## src/rtl/pmf_pkg.sv

```systemverilog
package pmf_pkg;
  localparam int BYTE_W = 8;
  localparam int POS_DATA  = 0;
  localparam int POS_BURST = 2;
  localparam int POS_MARK  = 6;
  localparam int POS_RSTRT = 7;
  localparam logic [BYTE_W-1:0] FILLER = 8'b0001_0000;

  typedef struct packed {
    logic dbit;
    logic burst;
    logic mark;
    logic last;
  } bit_flags_t;
endpackage

```

## src/rtl/pmf_byte_pack.sv

```systemverilog
module pmf_byte_pack
  import pmf_pkg::*;
(
  input  bit_flags_t        flags,
  output logic [BYTE_W-1:0] pbyte
);
  always_comb begin
    pbyte            = FILLER;
    pbyte[POS_DATA]  = flags.burst & flags.dbit;
    pbyte[POS_BURST] = flags.burst;
    pbyte[POS_MARK]  = flags.mark;
    pbyte[POS_RSTRT] = flags.last;
  end
endmodule

```

## src/rtl/pmf_addr_seq.sv

```systemverilog
module pmf_addr_seq #(
  parameter int MEM_DEPTH = 1024,
  localparam int CNT_W = $clog2(MEM_DEPTH + 1)
) (
  input  logic             clk,
  input  logic             rst_n,
  input  logic             clr,
  input  logic             advance,
  input  logic             last,
  output logic [CNT_W-1:0] cnt
);
  always_ff @(posedge clk) begin
    if (!rst_n || clr)
      cnt <= '0;
    else if (advance)
      cnt <= last ? '0 : cnt + 1'b1;
  end
endmodule

```

## src/rtl/pmf_cap_guard.sv

```systemverilog
module pmf_cap_guard #(
  parameter int MEM_DEPTH = 1024,
  localparam int CNT_W = $clog2(MEM_DEPTH + 1)
) (
  input  logic             clk,
  input  logic             rst_n,
  input  logic             clr,
  input  logic             in_valid,
  input  logic [CNT_W-1:0] cnt,
  output logic             ready,
  output logic             ovf
);
  localparam logic [CNT_W-1:0] LIMIT = CNT_W'(MEM_DEPTH);

  logic full;
  assign full  = (cnt == LIMIT);
  assign ready = !ovf && !full && !clr;

  always_ff @(posedge clk) begin
    if (!rst_n)
      ovf <= 1'b0;
    else if (in_valid && full)
      ovf <= 1'b1;
  end
endmodule

```

## src/rtl/pattern_byte_writer.sv

```systemverilog
module pattern_byte_writer #(
  parameter int MEM_DEPTH = 1024,
  localparam int ADDR_W = $clog2(MEM_DEPTH),
  localparam int CNT_W  = $clog2(MEM_DEPTH + 1)
) (
  input  logic              clk,
  input  logic              rst_n,
  input  logic              clr,
  input  logic              in_valid,
  output logic              in_ready,
  input  logic              in_bit,
  input  logic              in_burst,
  input  logic              in_mark,
  input  logic              in_last,
  output logic              wr_en,
  output logic [ADDR_W-1:0] wr_addr,
  output logic [7:0]        wr_data,
  output logic              done,
  output logic              overflow
);
  import pmf_pkg::*;

  logic             accept;
  logic [CNT_W-1:0] cnt;
  bit_flags_t       flags;
  logic [BYTE_W-1:0] pbyte;

  assign accept = in_valid && in_ready;
  assign flags  = '{dbit: in_bit, burst: in_burst, mark: in_mark, last: in_last};

  pmf_byte_pack u_pack (
    .flags (flags),
    .pbyte (pbyte)
  );

  pmf_addr_seq #(.MEM_DEPTH(MEM_DEPTH)) u_seq (
    .clk     (clk),
    .rst_n   (rst_n),
    .clr     (clr),
    .advance (accept),
    .last    (in_last),
    .cnt     (cnt)
  );

  pmf_cap_guard #(.MEM_DEPTH(MEM_DEPTH)) u_guard (
    .clk      (clk),
    .rst_n    (rst_n),
    .clr      (clr),
    .in_valid (in_valid),
    .cnt      (cnt),
    .ready    (in_ready),
    .ovf      (overflow)
  );

  always_ff @(posedge clk) begin
    if (!rst_n) begin
      wr_en   <= 1'b0;
      done    <= 1'b0;
      wr_addr <= '0;
      wr_data <= '0;
    end else begin
      wr_en <= accept;
      done  <= accept && in_last;
      if (accept) begin
        wr_addr <= cnt[ADDR_W-1:0];
        wr_data <= pbyte;
      end
    end
  end
endmodule

```

## config.mk

```make
export PLATFORM = sky130hd
export DESIGN_NAME = pattern_byte_writer
export DESIGN_NICKNAME = d
export VERILOG_FILES = /design/src/rtl/pmf_pkg.sv /design/src/rtl/pmf_byte_pack.sv /design/src/rtl/pmf_addr_seq.sv /design/src/rtl/pmf_cap_guard.sv /design/src/rtl/pattern_byte_writer.sv
export SDC_FILE = /design/constraint.sdc
export NUM_CORES = 1
export LEC_CHECK = 0
export BUFFER_PORTS_ARGS = -buffer_cell sky130_fd_sc_hd__buf_2
export CAP_MARGIN = 40
export CORE_MARGIN = 2
export CORE_UTILIZATION = 40
export CTS_CLUSTER_DIAMETER = 150
export DETAILED_ROUTE_END_ITERATION = 8
export GPL_TIMING_DRIVEN = 0
export PLACE_DENSITY_LB_ADDON = 0.15
export RECOVER_POWER = 25
export SLEW_MARGIN = 30
export SYNTH_ARGS = -nofsm -noshare
export SYNTH_HDL_FRONTEND = slang
export SYNTH_SLANG_ARGS = --single-unit
```

## constraint.sdc

```tcl
create_clock -name clk -period 2.25 [get_ports clk]
set_input_delay 0.225 -clock clk [delete_from_list [all_inputs] [get_ports clk]]
set_output_delay 0.225 -clock clk [all_outputs]
set_load 0.01 [all_outputs]
```

Word level (Yosys, flattened, before mapping)

Cells that the tools add are included.

Logic and storage cells: 20
Bits of input ports: 8
Output and inout port bits: 22
Register bits: 29

Reduce and logical (&&, ||, !) cells: 10
Add/subtract/negate cells: 1
Multiplexer cells: 1
Bitwise gates (word level): 1
Equal/unequal tests: 1

Operator list:

| cell                                          | count |
|---|---|
| adder 11 x 1 -> 11 bit, second input constant | 1 |
| equality test 11 bit, second input constant   | 1 |
| two-way mux 11 bit                            | 1 |
| logical AND 1 bit                             | 5 |
| zero test 1 bit                               | 4 |
| bitwise AND 1 bit                             | 1 |
| logical OR 1 bit                              | 1 |

Depth between registers and ports, before layout

Gate-level depths: netlist of the first run.

Word-level depth: 6
Gate-level depth with buffers: 7
Gate-level depth less buffers: 6

Modules after synthesis

A second synthesis of the first run with hierarchy kept.

Cells, all modules: 161
Area total of the unflattened synthesis: 1467.7 µm²

Modules (own cells, without submodules):

| module              | cells an instance | times used | seq. area each (µm²) | area each (µm²) |
|---|---|---|---|---|
| pattern_byte_writer | 87                | 1          | 400.4                | 803.3 |
| pmf_addr_seq        | 56                | 1          | 220.2                | 505.5 |
| pmf_cap_guard       | 8                 | 1          | 20.0                 | 92.6 |
| pmf_byte_pack       | 10                | 1          | 0.0                  | 66.3 |

Least setup slack after synthesis of the first run

OpenSTA, ideal clock, no wires.

Kind: register -> register
From: reg u_seq.cnt[0]
To: reg u_seq.cnt[3]
Data arrival time: 1492 ps
Required time: 2133 ps
Setup slack: 641 ps
Buffers on the path: 1
Stages on the path, launching flop included: 8
Cells stage by stage: dfxtp_1 > inv_1 > ha_1 > and2_1 > a31oi_4 > buf_6 > o21ai_1 > a32o_1

Cells in the longest elaborated chain, start to end: 5

RTL lines:

| what                                                                           | RTL line           | source |
|---|---|---|
| start: declaration                                                             | pmf_addr_seq.sv:10 | `output logic [CNT_W-1:0] cnt` |
| start signal: assignment                                                       | pmf_addr_seq.sv:16 | `cnt <= last ? '0 : cnt + 1'b1;` |
| parallel branches: the longest is 5 deep, another holds adder 11 x 1 -> 11 bit | --                 |  |

Parallel ways; which one is timed is not known.
A chain may end at the register's enable or synchronous reset.

Worst setup path in the final report of the first run

From: reg u_seq.cnt[0]
To: out in_ready

Cells in the longest elaborated chain, start to end: 4

RTL lines:

| what                           | RTL line                  | source |
|---|---|---|
| equality test 11 bit           | pmf_cap_guard.sv:16       | `assign full = (cnt == LIMIT);` |
| zero test 1 bit                | pmf_cap_guard.sv:17       | `assign ready = !ovf && !full && !clr;` |
| logical AND 1 bit (2 in a row) | pmf_cap_guard.sv:17       |  |
| end: declaration               | pattern_byte_writer.sv:10 | `output logic in_ready,` |

Every way passes these cells.

==> impl_results.md, run 1 <==
- Status: complete, no violations
- Crit path capture type: primary output
- Unrepaired setup endpoints after global routing: false
- Root Buffer: clkbuf_4
- Post-synth top cells: 29 x dfxtp_1, 15 x nor2b_1, 13 x mux2i_1
- Hold depth: 3
- Async SR Flop Fraction: 0
- Post-DP HPWL: between 2000 and 2500 um
- TritonCTS clock tree: built
- GR Util All Layers: 0.159
- Die ar.: 0.00405 mm2
- Layout area overhead: 16.5%
- GPL Wtd Cong: 0.801
- Critical path launch point type: flop
- Post-synth EDFFs: 0
- Power density cells: 566 mW/mm2
- Synth top area cells: dfxtp_1 41%, mux2i_1 9.2%, nor2b_1 6.6%
- Fin. Hold Viols: 0
- Worst Setup Path Type: flop to primary output
- YS warnings: 0
- Vias per cell: 5.21
- Grt ovf: 0
- Sequential cell area: roughly 580 um2
- CTS Buf Count: 5
- Syn Inst Count: between 100 and 150
- Final worst setup slack: 0.293 ns
- R2R depth: 6
- Final min period: between 1.5 and 2 ns
- Setup-failing EPs final: 0
- WL/cell: roughly 14 um
- Max FO, Critical Path: 5
- Largest net degree at the start of global routing: 11
- Hold_buf cts: 0
- Clock Path Buffers: 2
- Total core area: about 0.0034 mm2
- Max-slew violation count: 0
- Setup TNS: 0 ns
- Clock Latency Late Sink: approximately 0.34 ns
- Class of the worst hold path: input pin to flop
- Initial antenna violation count: 0
- CP arrival: 1.73 ns
- First-pass GRT wire length: 4910 um
- Nets: 190
- Area of the multi-input gates: roughly 740 um2
- Syn_area_per_cell: ~10 um2
- Die width: roughly 64 um
- Pre-CTS setup slack: 0.440 ns
- Synth cell types: 36
- Synth area leader: dfxtp_1
- Worst EP required: a little over 2 ns
- Lkg Pwr: ~0.6 nW
- Tcrit/Tclk final: 0.870
- Routed Antenna Nets: 0
- I/O pin count: 30
- CTS clk-pin slew, worst paths: roughly 0.09 ns
- DRC errors left: 0
- Sink Count: 29
- Rel. slew slack: 0.536
- Max IR drop VDD: between 400 and 500 uV
- Share of cells above drive strength 1: 0.200
- Drt pass-1 iters: 4
- Worst Clk Skew: roughly 0.008 ns
- Die Y: ~64 um
- Slew @ Worst Pin: roughly 0.7 ns
- Vias in the first global route: 1,053
- PostCTS Resize Cnt: 0
- Final WL: ~3100 um
- Post-synthesis cell area: between 0.001 and 0.0015 mm2
- N_diodes: 0
- Fillers: between 300 and 400
- Synth top area share: 0.408
- Setup Buffers After CTS: 0
- Count leader, synth: dfxtp_1
- Max-Cap Viols: 0
- Max Freq: 0.511 GHz
- Synth Register Bits: 29
- Starting Density: 0.423
- Initial DRC Count: 27
- PortBufs: 26
- # rows: 21
- Main synth FF type: dfxtp_1
- Via count: roughly 1,200
- CTS H-tree lvls: 2
- Register area share after synthesis: 0.408
## path summary, 6_finish.rpt
path	from	endpoint	slack, ns
worst min register to register	wr_data[0]	wr_data[0]	0.48
worst max-delay path	u_seq.cnt[0]	in_ready	0.29
worst max register to register	u_seq.cnt[0]	u_seq.cnt[0]	0.39
worst min-delay path	in_valid	u_guard.ovf	0.14
## cell usage in the layout (no fill, tap or decap), types with 3 or more instances in the layout
cell      instances
nor2b_1          15
buf_4             3
nand2_1           5
nor3b_1           3
clkbuf_4          6
clkbuf_1         15
o21ai_1           6
inv_1             3
buf_2            16
a32o_1            7
nand3_1           7
nand2b_1          4
conb_1            3
nand4_1           3
mux2i_1          13
dfxtp_1          29
and3_1            4
nor2_1            3
nor3_1            6
buf_6             4
## worst max-delay path, cell delays in order (launching register included)
cell     delay (ns)
dfxtp_1        0.42
inv_1          0.10
ha_1           0.20
and2_1         0.21
a31oi_1        0.19
nor2b_1        0.15
buf_2          0.13
## cells by family (layout without fill, tap and decap cells)
logic type / count (synthesis) / after routing / share of synthesized area
buffers and inverters: 17 / 50 / 0.0783
flip-flops: 29 / 29 / 0.408
AND/OR/NAND/NOR: 57 / 57 / 0.253
other: 1 / 3 / 0.00264
adder cells (fa/ha/maj): 2 / 2 / 0.0176
multiplexers: 13 / 13 / 0.0915
AO/OA/AOI/OAI: 26 / 26 / 0.149
## per-layer routing
| metal | track usage | up-vias | share of wire |
|---|---|---|---|
| met5 | 0 | - | 0 |
| met2 | 0.239 | 35 | 0.46 |
| li1 | - | 584 | - |
| met3 | 0.0554 | 7 | 0.063 |
| met1 | 0.202 | 551 | 0.46 |
| met4 | 0.0761 | 0 | 0.015 |
## through the flow
stage          power, mW  hold WS, ns  area, um2  cells  utilization
2_1_floorplan      0.594        0.376       1430    147            -
6_report           0.938        0.142       1660    226        0.493
4_1_cts            0.946        0.140       1670    226        0.497
5_1_grt            0.978        0.149       1660    226        0.493
3_5_place_dp       0.621        0.458       1620    219        0.481
3_3_place_gp       0.620        0.447       1620    219        0.481
## sequential cells by signal, indices dropped and copies added (netlist names)
signal,cells
wr_en,1
wr_data,5
wr_addr,10
u_seq.cnt,11
u_guard.ovf,1
done,1
## power breakdown
group          switching (mW)  leakage (nW)  total [mW]  internal, mW
registers             0.00315         0.234       0.522         0.519
clock network           0.183        0.0314       0.330         0.147
logic                  0.0478         0.343      0.0863        0.0385
total                   0.234         0.609       0.938         0.705
## layout make-up
class	instances	share of cell area
multi-input combinational	101	0.445
clock buffer	7	0.0332
timing repair buffer	26	0.0695
tap	46	0.0347
sequential	29	0.350
buffer	14	0.0604
inverter	3	0.00680
Note: power is estimated with default switching activity, not from simulation.
==> run 2: changes to the inputs <==
--- a/config.mk
+++ b/config.mk
@@ -12,8 +12,10 @@
 export CTS_CLUSTER_DIAMETER = 150
 export DETAILED_ROUTE_END_ITERATION = 8
 export GPL_TIMING_DRIVEN = 0
+export HOLD_SLACK_MARGIN = 0.15
 export PLACE_DENSITY_LB_ADDON = 0.15
 export RECOVER_POWER = 25
+export SKIP_LAST_GASP = 1
 export SLEW_MARGIN = 30
 export SYNTH_ARGS = -nofsm -noshare
 export SYNTH_HDL_FRONTEND = slang
==> impl_results.md, run 2 (synthesis gave the netlist of run 1 again) <==
- Status: complete, no violations (unchanged)
- Class of the worst hold path: input pin to flop (unchanged)
- Area of the multi-input gates: 737 um2 (unchanged)
- R2R depth: 8 (was 6)
- Drt pass-1 iters: 4 (unchanged)
- WL/cell: 13.6 um (was 13.7 um)
- Register with the most flip-flops: u_seq.cnt (unchanged)
- Post-DP HPWL: 2180 um (unchanged)
- CTS Buf Count: 5 (unchanged)
- Unrepaired setup endpoints after global routing: false (unchanged)
- Final min period: 2.12 ns (was 1.96 ns)
- Pre-CTS setup slack: 0.440 ns (unchanged)
- Min-delay src: in_last (was in_valid)
- Share of cells above drive strength 1: 0.215 (was 0.200)
- CTS clk-pin slew, worst paths: 0.10 ns (was 0.09 ns)
- Total core area: 0.00336 mm2 (unchanged)
- Reg2reg end: wr_data[0] (was u_seq.cnt[0])
- Die width: 63.6 um (unchanged)
- Root Buffer: clkbuf_4 (unchanged)
- Fin. Hold Viols: 0 (unchanged)
- Worst Clk Skew: 0.0100 ns (was 0.00797 ns)
- CP arrival: 2.40 ns (was 1.73 ns)
- Die Y: 63.6 um (unchanged)
- Power density cells: 554 mW/mm2 (was 566 mW/mm2)
- Die ar.: 0.00405 mm2 (unchanged)
- Sequential cell area: 583 um2 (was 581 um2)
- Layout area overhead: 20.6% (was 16.5%)
- R2R setup slack: 0.13 ns (was 0.39 ns)
- Layout Cells excl Fill: 232 (was 226)
- Setup TNS: 0 ns (unchanged)
- Max Freq: 0.472 GHz (was 0.511 GHz)
- GR Util All Layers: 0.162 (was 0.159)
- Commonest non-fill, non-tap cells in the layout: 27 x dfxtp_1, 16 x buf_2, 15 x nor2b_1, 15 x clkbuf_1, 13 x mux2i_1 (was 29 x dfxtp_1, 16 x buf_2, 15 x nor2b_1, 15 x clkbuf_1, 13 x mux2i_1)
- Clock Path Buffers: 2 (unchanged)
- Biggest regs: u_seq.cnt: 11 flops, wr_addr: 10 flops, wr_data: 5 flops (unchanged)
- Vias in the first global route: 1,072 (was 1,053)
- CTS H-tree lvls: 2 (unchanged)
- DP Area: 0.00162 mm2 (unchanged)
- Sink Count: 29 (unchanged)
- Grt ovf: 0 (unchanged)
- Max FFs per register: 11 (unchanged)
- Design area: 0.00171 mm2 (was 0.00166 mm2)
- Critical path launch point type: flop (unchanged)
- Setup-failing EPs final: 0 (unchanged)
- DRC errors left: 0 (unchanged)
- Hold depth: 4 (was 3)
- GPL Wtd Cong: 0.801 (unchanged)
- Max-slew violation count: 0 (unchanged)
- FF-to-FF Start: u_seq.cnt[0] (unchanged)
- Design Power: 950 uW (was 938 uW)
- PortBufs: 26 (unchanged)
- Initial antenna violation count: 0 (unchanged)
- Vias per cell: 5.18 (was 5.21)
- Worst Hold End: u_seq.cnt[1] (was u_guard.ovf)
- Tcrit/Tclk final: 0.941 (was 0.870)
- Final worst setup slack: 0.132 ns (was 0.293 ns)
- # rows: 21 (unchanged)
- Max-Cap Viols: 0 (unchanged)
- Starting Density: 0.423 (unchanged)
- Lkg Pwr: 0.634 nW (was 0.609 nW)
- I/O pin count: 30 (unchanged)
- Fillers: 347 (was 350)
- Placed Instances: 219 (unchanged)
- Leading cell type in the layout, fill and taps excluded: dfxtp_1 (unchanged)
- N_diodes: 0 (unchanged)
- Slew @ Worst Pin: 0.688 ns (was 0.697 ns)
- First-pass GRT wire length: 5000 um (was 4910 um)
- Largest net degree at the start of global routing: 11 (unchanged)
- Max IR drop VDD: 411 uV (was 407 uV)
- Initial DRC Count: 31 (was 27)
- Hold Slack: 0.251 ns (was 0.142 ns)
- Fin util: 0.510 (was 0.493)
- Crit path capture type: flop (was primary output)
- Rel. slew slack: 0.541 (was 0.536)
- Worst Setup Path Type: flop to flop (was flop to primary output)
- Via count: 1,201 (was 1,177)
- Clock Latency Late Sink: 0.34 ns (about the same)
- Nets: 196 (was 190)
- TritonCTS clock tree: built (unchanged)
- Routed Antenna Nets: 0 (unchanged)
- Worst EP required: 2.53 ns (was 2.03 ns)
- Final WL: 3160 um (was 3100 um)
- Max FO, Critical Path: 10 (was 5)
-- run 2: cell types whose count changed in the layout (fill, tap and decap cells not counted) --
cell	change
dfxtp_2	+2
buf_4	+2
dfxtp_1	-2
dlygate4sd3_1	+4
-- run 2: where the power goes --
part / leakage (nW) / internal (mW) / switching (mW)
clock: 0.0314 / 0.147 / 0.186
sequential: 0.235 / 0.519 / 0.00304
combinational: 0.368 / 0.0447 / 0.0494
total: 0.634 / 0.711 / 0.239
-- run 2: how the worst max path moves through the flow --
stage | end | from | slack (ns)
floorplan | u_seq.cnt[3] | u_seq.cnt[0] | 0.64
finish | wr_data[0] | u_seq.cnt[0] | 0.13
global route | wr_data[0] | u_seq.cnt[0] | 0.02
CTS | wr_data[0] | u_seq.cnt[0] | 0.02
detailed placement | u_seq.cnt[7] | u_seq.cnt[0] | 0.44
global placement | u_seq.cnt[5] | u_seq.cnt[0] | 0.46
-- run 2: repair_timing --
item / 4_1_cts / 5_1_grt
hold buffers: 4 / 0
setup endpoints to repair: 0 / 1
buffers inserted: 0 / 2
gates resized for setup: 0 / 2
hold endpoints to repair: 3 / 0
-- run 2: layout make-up --
class	count	area share
plain buffers	14	0.0584
clock buffers	7	0.0321
multi-input cells	101	0.430
repair buffers	32	0.0993
flip-flops and latches	29	0.340
inverters	3	0.00657
well taps	46	0.0336
-- run 2: critical path, cell delays in order (launching register included) --
cell,delay [ns]
dfxtp_2,0.38
inv_1,0.08
ha_1,0.19
and2_1,0.22
a31oi_4,0.25
buf_6,0.17
nand3_1,0.08
dlygate4sd3_1,0.56
a21boi_1,0.13
-- run 2: metal layers --
metal  GRT usage  wire length (um)  part of all wire  up-vias
met1       0.203              1460              0.46      557
li1            -                 -                 -      597
met4      0.0761                51             0.016        0
met3      0.0554               198             0.063        7
met2       0.249              1450              0.46       40
met5           0                 0                 0        -
==> run 3: changes to the inputs <==
--- a/config.mk
+++ b/config.mk
@@ -15,6 +15,7 @@
 export HOLD_SLACK_MARGIN = 0.15
 export PLACE_DENSITY_LB_ADDON = 0.15
 export RECOVER_POWER = 25
+export SETUP_SLACK_MARGIN = 0.4
 export SKIP_LAST_GASP = 1
 export SLEW_MARGIN = 30
 export SYNTH_ARGS = -nofsm -noshare
==> impl_results.md, run 3 (synthesis gave the netlist of run 1 again) <==
- N_diodes: 0 (unchanged)
- Die ar.: 0.00405 mm2 (unchanged)
- Die width: 63.6 um (unchanged)
- Root Buffer: clkbuf_4 (unchanged)
- Final min period: 1.81 ns (was 2.12 ns)
- Crit path capture type: primary output (was flop)
- Clock Latency Late Sink: 0.34 ns (about the same)
- Critical Path Max Stage Delay: 0.34 ns (was 0.56 ns)
- Clock Path Buffers: 2 (unchanged)
- CP arrival: 1.58 ns (was 2.40 ns)
- I/O pin count: 30 (unchanged)
- Fin util: 0.528 (was 0.510)
- TritonCTS clock tree: built (unchanged)
- CTS clk-pin slew, worst paths: 0.10 ns (about the same)
- Class of the worst hold path: input pin to flop (unchanged)
- # rows: 21 (unchanged)
- Comb pwr share: 0.100 (was 0.099)
- Layout Cells excl Fill: 236 (was 232)
- Setup TNS: 0 ns (unchanged)
- CP startpoint: u_seq.cnt[0] (unchanged)
- DP Area: 0.00162 mm2 (unchanged)
- Largest net degree at the start of global routing: 11 (unchanged)
- CTS H-tree lvls: 2 (unchanged)
- Placed Instances: 219 (unchanged)
- Clock power frac: 0.349 (was 0.351)
- Biggest regs: u_seq.cnt: 11 flops, wr_addr: 10 flops, wr_data: 5 flops (unchanged)
- R2R setup slack: 0.49 ns (was 0.13 ns)
- Critical path's slowest cell: dfxtp_2 (was dlygate4sd3_1)
- Total core area: 0.00336 mm2 (unchanged)
- Routed Antenna Nets: 0 (unchanged)
- Rel. slew slack: 0.667 (was 0.541)
- Lkg Pwr: 0.659 nW (was 0.634 nW)
- Register with the most flip-flops: u_seq.cnt (unchanged)
- CP delay by family, top: flip-flops (was buffers and inverters)
- Internal power: 709 uW (was 711 uW)
- Worst Setup Path Type: flop to primary output (was flop to flop)
- Via count: 1,220 (was 1,201)
- Leading cell type in the layout, fill and taps excluded: dfxtp_1 (unchanged)
- Vias per cell: 5.17 (was 5.18)
- Setup-failing EPs final: 0 (unchanged)
- Switching fraction of total power: 0.249 (was 0.251)
- CTS Buf Count: 5 (unchanged)
- Sink Count: 29 (unchanged)
- Die Y: 63.6 um (unchanged)
- Critical path launch point type: flop (unchanged)
- Switching pwr: 236 uW (was 239 uW)
- Final WL: 3190 um (was 3160 um)
- Post-DP HPWL: 2180 um (unchanged)
- Commonest non-fill, non-tap cells in the layout: 27 x dfxtp_1, 16 x buf_2, 15 x nor2b_1, 15 x clkbuf_1, 13 x mux2i_1 (unchanged)
- Unrepaired setup endpoints after global routing: true (was false)
- Power density cells: 532 mW/mm2 (was 554 mW/mm2)
- Crit path cell chain: inv_1, ha_1, and2_4, a31oi_4, nor2b_1, buf_2 (was inv_1, ha_1, and2_1, a31oi_4, buf_6, nand3_1, dlygate4sd3_1, a21boi_1)
- Layout area overhead: 24.9% (was 20.6%)
- Design area: 0.00178 mm2 (was 0.00171 mm2)
- Max FFs per register: 11 (unchanged)
- WL/cell: 13.5 um (was 13.6 um)
- Share of cells above drive strength 1: 0.242 (was 0.215)
- PortBufs: 26 (unchanged)
- Worst EP required: 2.03 ns (was 2.53 ns)
- Initial antenna violation count: 0 (unchanged)
- Vias in the first global route: 1,110 (was 1,072)
- Fin. Hold Viols: 0 (unchanged)
- Flop pwr share: 0.551 (was 0.550)
- Worst Clk Skew: 0.0131 ns (was 0.0100 ns)
- Nets: 200 (was 196)
- Min-delay src: in_last (unchanged)
- Slew @ Worst Pin: 0.500 ns (was 0.688 ns)
- Max Freq: 0.553 GHz (was 0.472 GHz)
- Tcrit/Tclk final: 0.803 (was 0.941)
- GR Util All Layers: 0.166 (was 0.162)
- Drt pass-1 iters: 4 (unchanged)
- Max FO, Critical Path: 3 (was 10)
- FF-to-FF Start: u_seq.cnt[2] (was u_seq.cnt[0])
- DRC errors left: 0 (unchanged)
- Starting Density: 0.423 (unchanged)
- Buf/Inv on CP: 2 (was 3)
- Max-slew violation count: 0 (unchanged)
- Max-Cap Viols: 0 (unchanged)
- Max IR drop VDD: 406 uV (was 411 uV)
- First-pass GRT wire length: 5120 um (was 5000 um)
- Grt ovf: 0 (unchanged)
- Initial DRC Count: 33 (was 31)
- Status: complete, no violations (unchanged)
- GPL Wtd Cong: 0.801 (unchanged)
## run 3: routing by layer
metal	vias to the layer above	GRT usage	share of wire
li1	604	-	-
met1	585	0.210	0.47
met2	28	0.259	0.47
met3	3	0.0500	0.043
met4	0	0.0761	0.012
met5	-	0	0
## run 3: through the flow
stage / power, mW / setup WS (ns) / hold WS, ns
after floorplan: 0.594 / 0.641 / 0.376
after global placement: 0.620 / 0.458 / 0.447
after detailed placement: 0.621 / 0.440 / 0.458
after CTS: 0.951 / 0.407 / 0.246
after global routing: 0.986 / 0.381 / 0.270
final: 0.945 / 0.443 / 0.286
## run 3: what timing repair did
item	CTS	global route
hold endpoints to repair	3	0
pin swaps	2	1
resized for setup	6	2
endpoints found under the setup margin	2	2
buffers inserted	4	2
hold buffers	4	0
## run 3: tightest hold or removal path: cells and delay by family
family                 cells  cell delay [ns]
buffers and inverters      2             0.23
and+or+nand+nor            1             0.07
AOI/OAI and AO/OA          1             0.06
## run 3: worst paths after layout
path                                     end  cells past startpoint
worst max-delay path                in_ready                      6
worst min-delay path            u_seq.cnt[1]                      4
worst max register to register  u_seq.cnt[7]                      6
worst min register to register    wr_data[0]                      2
## run 3: power groups by stage
stage | Clock, mW | Combinational, mW | Sequential, mW
floorplan | 0 | 0.0571 | 0.537
global placement | 0 | 0.0863 | 0.534
detailed placement | 0 | 0.0872 | 0.534
CTS | 0.337 | 0.0938 | 0.521
global route | 0.362 | 0.102 | 0.521
finish | 0.330 | 0.0943 | 0.521
## run 3: cell type report
| cell class | instances | area, um2 |
|---|---|---|
| Multi-Input combinational cell | 101 | 766 |
| Fill cell | 336 | 1590 |
| Clock buffer | 7 | 55.1 |
| Timing Repair Buffer | 36 | 200 |
| Buffer | 14 | 100 |
| Tap cell | 46 | 57.6 |
| Sequential cell | 29 | 586 |
| Inverter | 3 | 11.3 |
